==> config.mk <==
export PLATFORM = sky130hd
export DESIGN_NAME = da_sym_section
export DESIGN_NICKNAME = d
export VERILOG_FILES = /design/src/rtl/da_sym_pkg.sv /design/src/rtl/da_serial_preadd.sv /design/src/rtl/da_coef_rom.sv /design/src/rtl/da_scale_acc.sv /design/src/rtl/da_sym_section.sv
export SDC_FILE = /design/constraint.sdc
export NUM_CORES = 1
export LEC_CHECK = 0
export ABC_CLOCK_PERIOD_IN_PS = 7750
export CAP_MARGIN = 10
export CORE_MARGIN = 8
export CORE_UTILIZATION = 35
export CTS_BUF_LIST = sky130_fd_sc_hd__clkbuf_8
export DETAILED_ROUTE_END_ITERATION = 6
export PLACE_DENSITY = 0.61
export SYNTH_ARGS = -nofsm -noshare
export SYNTH_HDL_FRONTEND = slang
export SYNTH_SLANG_ARGS = --single-unit
==> constraint.sdc <==
create_clock -name clk_i -period 7.75 [get_ports clk_i]
set_input_delay 1.55 -clock clk_i [delete_from_list [all_inputs] [get_ports clk_i]]
set_output_delay 1.55 -clock clk_i [all_outputs]
set_load 0.005 [all_outputs]
==> src/rtl/da_sym_pkg.sv <==
package da_sym_pkg;
  localparam int unsigned TAB_ADDR_W = 3;
  localparam int unsigned TAPS       = 5;
  localparam int unsigned PIPE_LAT   = 2;

  // table word: bit0 selects outer-pair weight, bit1 inner-pair, bit2 centre
  function automatic int da_entry(int h0, int h1, int h2, logic [TAB_ADDR_W-1:0] sel);
    int s;
    s = 0;
    if (sel[0]) s = s + h0;
    if (sel[1]) s = s + h1;
    if (sel[2]) s = s + h2;
    return s;
  endfunction
endpackage

==> src/rtl/da_serial_preadd.sv <==
module da_serial_preadd (
  input  logic clk_i,
  input  logic rst_ni,
  input  logic clr_i,
  input  logic en_i,
  input  logic a_i,
  input  logic b_i,
  output logic sum_o,
  output logic carry_o
);
  logic cy_q;

  assign sum_o   = a_i ^ b_i ^ cy_q;
  assign carry_o = cy_q;

  always_ff @(posedge clk_i or negedge rst_ni) begin
    if (!rst_ni)    cy_q <= 1'b0;
    else if (clr_i) cy_q <= 1'b0;
    else if (en_i)  cy_q <= (a_i & b_i) | (a_i & cy_q) | (b_i & cy_q);
  end
endmodule

==> src/rtl/da_coef_rom.sv <==
module da_coef_rom
  import da_sym_pkg::*;
#(
  parameter int          H0    = 16,
  parameter int          H1    = -32,
  parameter int          H2    = 96,
  parameter int unsigned TAB_W = 10
) (
  input  logic [TAB_ADDR_W-1:0]    addr_i,
  output logic signed [TAB_W-1:0]  data_o
);
  localparam int unsigned DEPTH = 1 << TAB_ADDR_W;

  logic signed [TAB_W-1:0] tab [DEPTH];

  for (genvar e = 0; e < DEPTH; e++) begin : g_ent
    assign tab[e] = TAB_W'(da_entry(H0, H1, H2, TAB_ADDR_W'(e)));
  end

  assign data_o = tab[addr_i];
endmodule

==> src/rtl/da_scale_acc.sv <==
module da_scale_acc #(
  parameter int unsigned N     = 8,
  parameter int unsigned TAB_W = 10,
  parameter int unsigned ACC_W = 19,
  parameter int unsigned FRAC  = 7,
  parameter int unsigned IDX_W = 4
) (
  input  logic                    clk_i,
  input  logic                    rst_ni,
  input  logic                    v_i,
  input  logic [IDX_W-1:0]        idx_i,
  input  logic signed [TAB_W-1:0] term_i,
  output logic                    valid_o,
  output logic [N-1:0]            y_o
);
  localparam int unsigned RW = ACC_W + 1;
  localparam logic signed [RW-1:0] MAXV = RW'((2 ** (N - 1)) - 1);
  localparam logic signed [RW-1:0] MINV = -MAXV - RW'(1);
  localparam logic signed [RW-1:0] HALF = RW'(2 ** (FRAC - 1));

  logic signed [ACC_W-1:0] acc_q, term_x, term_sh, acc_nx;
  logic signed [RW-1:0]    rnd, quo;
  logic                    first_bit, sign_bit;
  logic [N-1:0]            y_q, y_nx;
  logic                    valid_q;

  assign term_x    = {{(ACC_W - TAB_W){term_i[TAB_W-1]}}, term_i};
  assign term_sh   = term_x <<< idx_i;
  assign first_bit = (idx_i == '0);
  assign sign_bit  = (idx_i == IDX_W'(N));
  assign acc_nx    = (first_bit ? '0 : acc_q) + (sign_bit ? -term_sh : term_sh);

  always_comb begin
    rnd = {acc_nx[ACC_W-1], acc_nx} + HALF;
    quo = rnd >>> FRAC;
    if (quo > MAXV)      y_nx = MAXV[N-1:0];
    else if (quo < MINV) y_nx = MINV[N-1:0];
    else                 y_nx = quo[N-1:0];
  end

  always_ff @(posedge clk_i or negedge rst_ni) begin
    if (!rst_ni) begin
      acc_q   <= '0;
      y_q     <= '0;
      valid_q <= 1'b0;
    end else begin
      valid_q <= v_i && sign_bit;
      if (v_i) acc_q <= acc_nx;
      if (v_i && sign_bit) y_q <= y_nx;
    end
  end

  assign valid_o = valid_q;
  assign y_o     = y_q;
endmodule

==> src/rtl/da_sym_section.sv <==
module da_sym_section
  import da_sym_pkg::*;
#(
  parameter int unsigned N    = 8,
  parameter int unsigned CW   = 8,
  parameter int unsigned FRAC = 7,
  parameter int          H0   = 16,
  parameter int          H1   = -32,
  parameter int          H2   = 96
) (
  input  logic         clk_i,
  input  logic         rst_ni,
  input  logic         in_valid_i,
  input  logic [N-1:0] in_sample_i,
  output logic         in_ready_o,
  output logic         out_valid_o,
  output logic [N-1:0] out_sample_o
);
  localparam int unsigned NB    = N + 1;
  localparam int unsigned FRAME = NB + PIPE_LAT;
  localparam int unsigned CNT_W = $clog2(FRAME);
  localparam int unsigned IDX_W = $clog2(NB);
  localparam int unsigned TAB_W = CW + 2;
  localparam int unsigned ACC_W = CW + N + 3;

  logic                      busy_q, last_cyc, accept, pre_en;
  logic [CNT_W-1:0]          cnt_q;
  logic [IDX_W-1:0]          bit_idx;
  logic [TAPS-1:0][N-1:0]    hist_q;
  logic [TAPS-1:0][NB-1:0]   sext_w;
  logic [TAPS-1:0]           tap_bit;
  logic                      sum_a, sum_b, carry_a, carry_b;
  logic [TAB_ADDR_W-1:0]     addr1_q;
  logic                      v1_q, v2_q;
  logic [IDX_W-1:0]          idx1_q, idx2_q;
  logic signed [TAB_W-1:0]   rom_data, tab_q;

  // frame control: last cycle of a frame may already take the next sample
  assign last_cyc   = busy_q && (cnt_q == CNT_W'(FRAME - 1));
  assign in_ready_o = !busy_q || last_cyc;
  assign accept     = in_valid_i && in_ready_o;
  assign pre_en     = busy_q && (cnt_q < CNT_W'(NB));
  assign bit_idx    = cnt_q[IDX_W-1:0];

  always_ff @(posedge clk_i or negedge rst_ni) begin
    if (!rst_ni) begin
      busy_q <= 1'b0;
      cnt_q  <= '0;
    end else if (accept) begin
      busy_q <= 1'b1;
      cnt_q  <= '0;
    end else if (busy_q) begin
      if (last_cyc) busy_q <= 1'b0;
      else          cnt_q  <= cnt_q + CNT_W'(1);
    end
  end

  always_ff @(posedge clk_i or negedge rst_ni) begin
    if (!rst_ni) begin
      hist_q <= '0;
    end else if (accept) begin
      hist_q[0] <= in_sample_i;
      for (int t = 1; t < TAPS; t++) hist_q[t] <= hist_q[t-1];
    end
  end

  // one guard bit per tap keeps the pair sum in range
  for (genvar g = 0; g < TAPS; g++) begin : g_tap
    assign sext_w[g]  = {hist_q[g][N-1], hist_q[g]};
    assign tap_bit[g] = sext_w[g][bit_idx];
  end

  da_serial_preadd u_pre_outer (
    .clk_i  (clk_i),
    .rst_ni (rst_ni),
    .clr_i  (accept),
    .en_i   (pre_en),
    .a_i    (tap_bit[0]),
    .b_i    (tap_bit[4]),
    .sum_o  (sum_a),
    .carry_o(carry_a)
  );

  da_serial_preadd u_pre_inner (
    .clk_i  (clk_i),
    .rst_ni (rst_ni),
    .clr_i  (accept),
    .en_i   (pre_en),
    .a_i    (tap_bit[1]),
    .b_i    (tap_bit[3]),
    .sum_o  (sum_b),
    .carry_o(carry_b)
  );

  // stage 1: pre-add bits; stage 2: table word; bit index travels alongside
  always_ff @(posedge clk_i or negedge rst_ni) begin
    if (!rst_ni) begin
      addr1_q <= '0;
      v1_q    <= 1'b0;
      idx1_q  <= '0;
      tab_q   <= '0;
      v2_q    <= 1'b0;
      idx2_q  <= '0;
    end else begin
      addr1_q <= {tap_bit[2], sum_b, sum_a};
      v1_q    <= pre_en;
      idx1_q  <= bit_idx;
      tab_q   <= rom_data;
      v2_q    <= v1_q;
      idx2_q  <= idx1_q;
    end
  end

  da_coef_rom #(
    .H0   (H0),
    .H1   (H1),
    .H2   (H2),
    .TAB_W(TAB_W)
  ) u_rom (
    .addr_i(addr1_q),
    .data_o(rom_data)
  );

  da_scale_acc #(
    .N    (N),
    .TAB_W(TAB_W),
    .ACC_W(ACC_W),
    .FRAC (FRAC),
    .IDX_W(IDX_W)
  ) u_acc (
    .clk_i  (clk_i),
    .rst_ni (rst_ni),
    .v_i    (v2_q),
    .idx_i  (idx2_q),
    .term_i (tab_q),
    .valid_o(out_valid_o),
    .y_o    (out_sample_o)
  );
endmodule

==> summary by stage <==
Worst setup path
In this run the worst setup path begins at idx2_q[1]. The critical register-to-register path startpoint is idx2_q[1]. The required time reported for the critical path endpoint is 8.05 ns.

The number of cell instances on the worst register-to-register path is 17. The largest fanout on the critical path is 21. For the worst setup path, the data arrival time is 5.63 ns. The worst setup path is captured at a register. The worst register-to-register path has a setup slack of 2.42 ns.

STA classifies the critical path startpoint as a register. In this run the critical register-to-register path is captured at u_acc.y_o[0]. The kind of critical path is reg -> reg.

Place
The area after detailed placement is 5700 µm². The last weighted congestion value of the routability-driven placer is 0.854. The count of buffers added on input and output ports is 20. Detailed placement finished with a half-perimeter wire length of 8.37 mm.

Detailed routing
The detailed router put a total of 5.12 mm of wire on met1. Before antenna repair, the detailed router went through 4 iterations. The number of DRC markers in iteration 0 is 284. Dividing the detail-routed wire length by the instance count gives 16.0 µm.

The detailed-route via count is 3782. The routed wire length on met2 is 5.65 mm. After detailed routing, the number of vias per cell comes to 5.38. The number of routed nets with antenna violations is 0. The highest metal layer carrying signal wires in the routed design is met4. Wires add up to 11.3 mm. After detailed routing, the met3 layer carries 227 µm of wire. The post-route DRC violation count is 0.

Hold path
In this run the worst hold path is classified as reg -> reg. The worst hold path begins at idx1_q[2]. The number of cells on the worst hold path is 0. The worst hold endpoint is idx2_q[2].

Synthesis
After synthesis, the share of flip-flops with an asynchronous set or reset is 100%. The commonest cells after synthesis are dfrtp_1, mux2_2, nand2_1, a21oi_1, nor2_1. The mean instance size in the synthesized netlist is 10.6 µm². After synthesis the netlist holds a flip-flop and latch count of 88.

The most instantiated flip-flop cell in the synthesis netlist is dfrtp_1. The synthesized instance count is 504. The number of enable-type register cells in the synthesized netlist is 0. The number of warnings issued by yosys is 0. The share of the Yosys chip area taken by registers is 41.0%. The number of nets handed over by synthesis was 540.

Ranked by total cell area, the synthesized netlist is headed by dfrtp_1, mux2_2, ha_1. The dominant cell by count in the synthesized netlist is dfrtp_1. The fraction of post-synthesis cell area in the top cell type by area is 41.0%. Summing every instance area after synthesis gives 5370 µm². After synthesis, the netlist uses 68 different library cells. The synthesized design spends more area on one cell type than any other, namely dfrtp_1.

Layout
The final layout contains 546 nets. The filler cell count is 1469. Compared with the post-synthesis result, the final layout area differs by 10.3%.

The fraction of final layout cells sized beyond drive strength 1 is 18.4%. The post-route cell area is 5920 µm². In the final layout, the multi-input gates occupy 2980 µm². The repair_antennas step left the layout with diodes totalling 0. Cells fill 39.2% of the core in the end. Registers take 2200 µm².

Clock tree
The TritonCTS clock tree is built. The maximum count of clock buffers along a single path is 2. The number of gates resized after cts is 0.

Clock-pin slew was measured on the worst setup and hold paths at 0.08 ns. The count of clock tree sinks is 88. The number of buffers added for setup after CTS is 0. Buffers inserted during clock tree synthesis total 9. The clock reaches the later pin of the worst-skew pair after 0.36 ns.

For this design, the CTS-stage hold fixing added 0 buffers. The cell chosen for the clock root is clkbuf_8. The H-tree depth is 3.

GRT
The first global-routing pass estimated 19.7 mm of wire. The total overflow left after global routing is 0. The initial antenna violation count is 0. The number of global-route vias before repair came to 3968.

The overall routing resource usage is 12.2%. Entering global routing, the biggest net connects 81 pins.

Timing
The setup total negative slack is 0 ns. The share of the cycle needed by the critical path after routing is 68.8%. The clock period minus final worst setup slack is 5.33 ns. The number of failing hold endpoints at the final stage is 0. The worst hold slack after final layout is 0.345 ns. The worst clock skew on the final layout is 0.00827 ns. The final number of max-transition violations is 0. The upper clock frequency limit is 0.188 GHz. Headroom to the max-slew limit came out at 33.7%. Setup repair after global routing left no endpoint under its margin. The actual slew at the worst max-slew pin is 0.994 ns.

Setup violations remaining at the end of the flow were counted as 0.

Floorplan
The horizontal extent of the die is 140 µm. The initial cell density of the core is 35.6%. The floorplan has 45 rows. The total die area is 19500 µm².

The vertical die dimension is 140 µm. During I/O placement, the number of pins put on the boundary was 21. The core area is 15100 µm².

Flow run
The max-capacitance violation count is 0.

Outcome
The run finished with clean final reports.
[cells by family (layout without fill, tap and decap cells)]
logic type                 Yosys count  after routing  synth area share (%)
DFF                                 88             88                  41.0
xor gates and xnor gates            27             27                  4.71
and+or+nand+nor                    132            132                  12.7
buffers and inverters               44             55                  3.40
AOI/OAI and AO/OA                  114            114                  14.5
adders and majority gates           25             25                  6.25
muxes                               74             74                  17.4
[flip-flops by register name (all words and copies together), names as in the netlist]
signal and count:
hist_q 40, u_acc.acc_q 15, u_acc.y_o 8, bit_idx 4, idx1_q 4, idx2_q 4, tab_q 4, addr1_q 3
busy_q 1, u_acc.valid_o 1, u_pre_inner.carry_o 1, u_pre_outer.carry_o 1, v1_q 1, v2_q 1
[cell type report]
class	instances	area share [%]
Multi-Input combinational cell	372	50.4
Sequential cell	88	37.2
Inverter	17	1.08
Clock inverter	6	1.42
Tap cell	188	3.98
Timing Repair Buffer	22	3.59
Clock buffer	10	2.33
[layout by cell type (no fill, tap or decap), types with 3 or more instances in the layout]
| cell | count |
|---|---|
| o2bb2ai_1 | 3 |
| nor2_1 | 28 |
| o21ai_1 | 3 |
| fa_1 | 3 |
| a31oi_1 | 5 |
| o211ai_1 | 5 |
| clkdlybuf4s50_1 | 19 |
| nand4_1 | 3 |
| o31ai_1 | 3 |
| clkbuf_8 | 10 |
| a211o_1 | 7 |
| and2_1 | 3 |
| a21oi_1 | 29 |
| nor3_1 | 15 |
| xnor2_1 | 16 |
| or3_1 | 3 |
| o21ai_0 | 26 |
| nor2_2 | 3 |
| nand3_1 | 7 |
| o21a_1 | 4 |
| buf_4 | 3 |
| inv_1 | 18 |
| mux2_2 | 53 |
| mux4_2 | 10 |
| mux2i_1 | 11 |
| dfrtp_1 | 88 |
| and3_1 | 4 |
| a211oi_1 | 4 |
| a21o_1 | 5 |
| ha_1 | 22 |
| nand2_1 | 33 |
| xor2_1 | 10 |
| nor2b_1 | 17 |
[critical path, cell delays in order, from the launching register on]
cell,delay (ns)
dfrtp_1,0.63
or2_1,0.47
nor3_1,0.18
buf_4,0.24
nand2_1,0.10
ha_1,0.28
nor2_1,0.15
o2bb2ai_1,0.20
ha_1,0.38
and3_1,0.26
a221oi_1,0.34
xnor2_1,0.26
and4_1,0.31
nand4b_1,0.22
o41ai_1,0.52
a41oi_2,0.30
nor3b_1,0.30
a211o_1,0.13
[stage by stage]
| stage | instances | worst slack, ns |
|---|---|---|
| after floorplan | 504 | 3.01 |
| after global placement | 687 | 2.61 |
| after detailed placement | 687 | 2.49 |
| after CTS | 703 | 2.42 |
| after global routing | 703 | 1.97 |
| final | 703 | 2.42 |
[metal layers]
metal / vias up / track usage, %
met2: 54 / 20.6
met1: 1859 / 15.3
met5: - / 0
li1: 1849 / -
met4: 0 / 4.74
met3: 20 / 2.19
[worst max-delay path by stage]
stage | cells past startpoint | endpoint | slack (ns)
floorplan | 18 | u_acc.y_o[0] | 3.01
global placement | 17 | u_acc.y_o[7] | 2.61
detailed placement | 17 | u_acc.y_o[7] | 2.49
CTS | 17 | u_acc.y_o[3] | 2.42
global route | 17 | u_acc.y_o[7] | 1.97
finish | 17 | u_acc.y_o[0] | 2.42
Power is not shown: default switching activity piles up to over one toggle a cycle in this logic, so the estimate is an artifact.
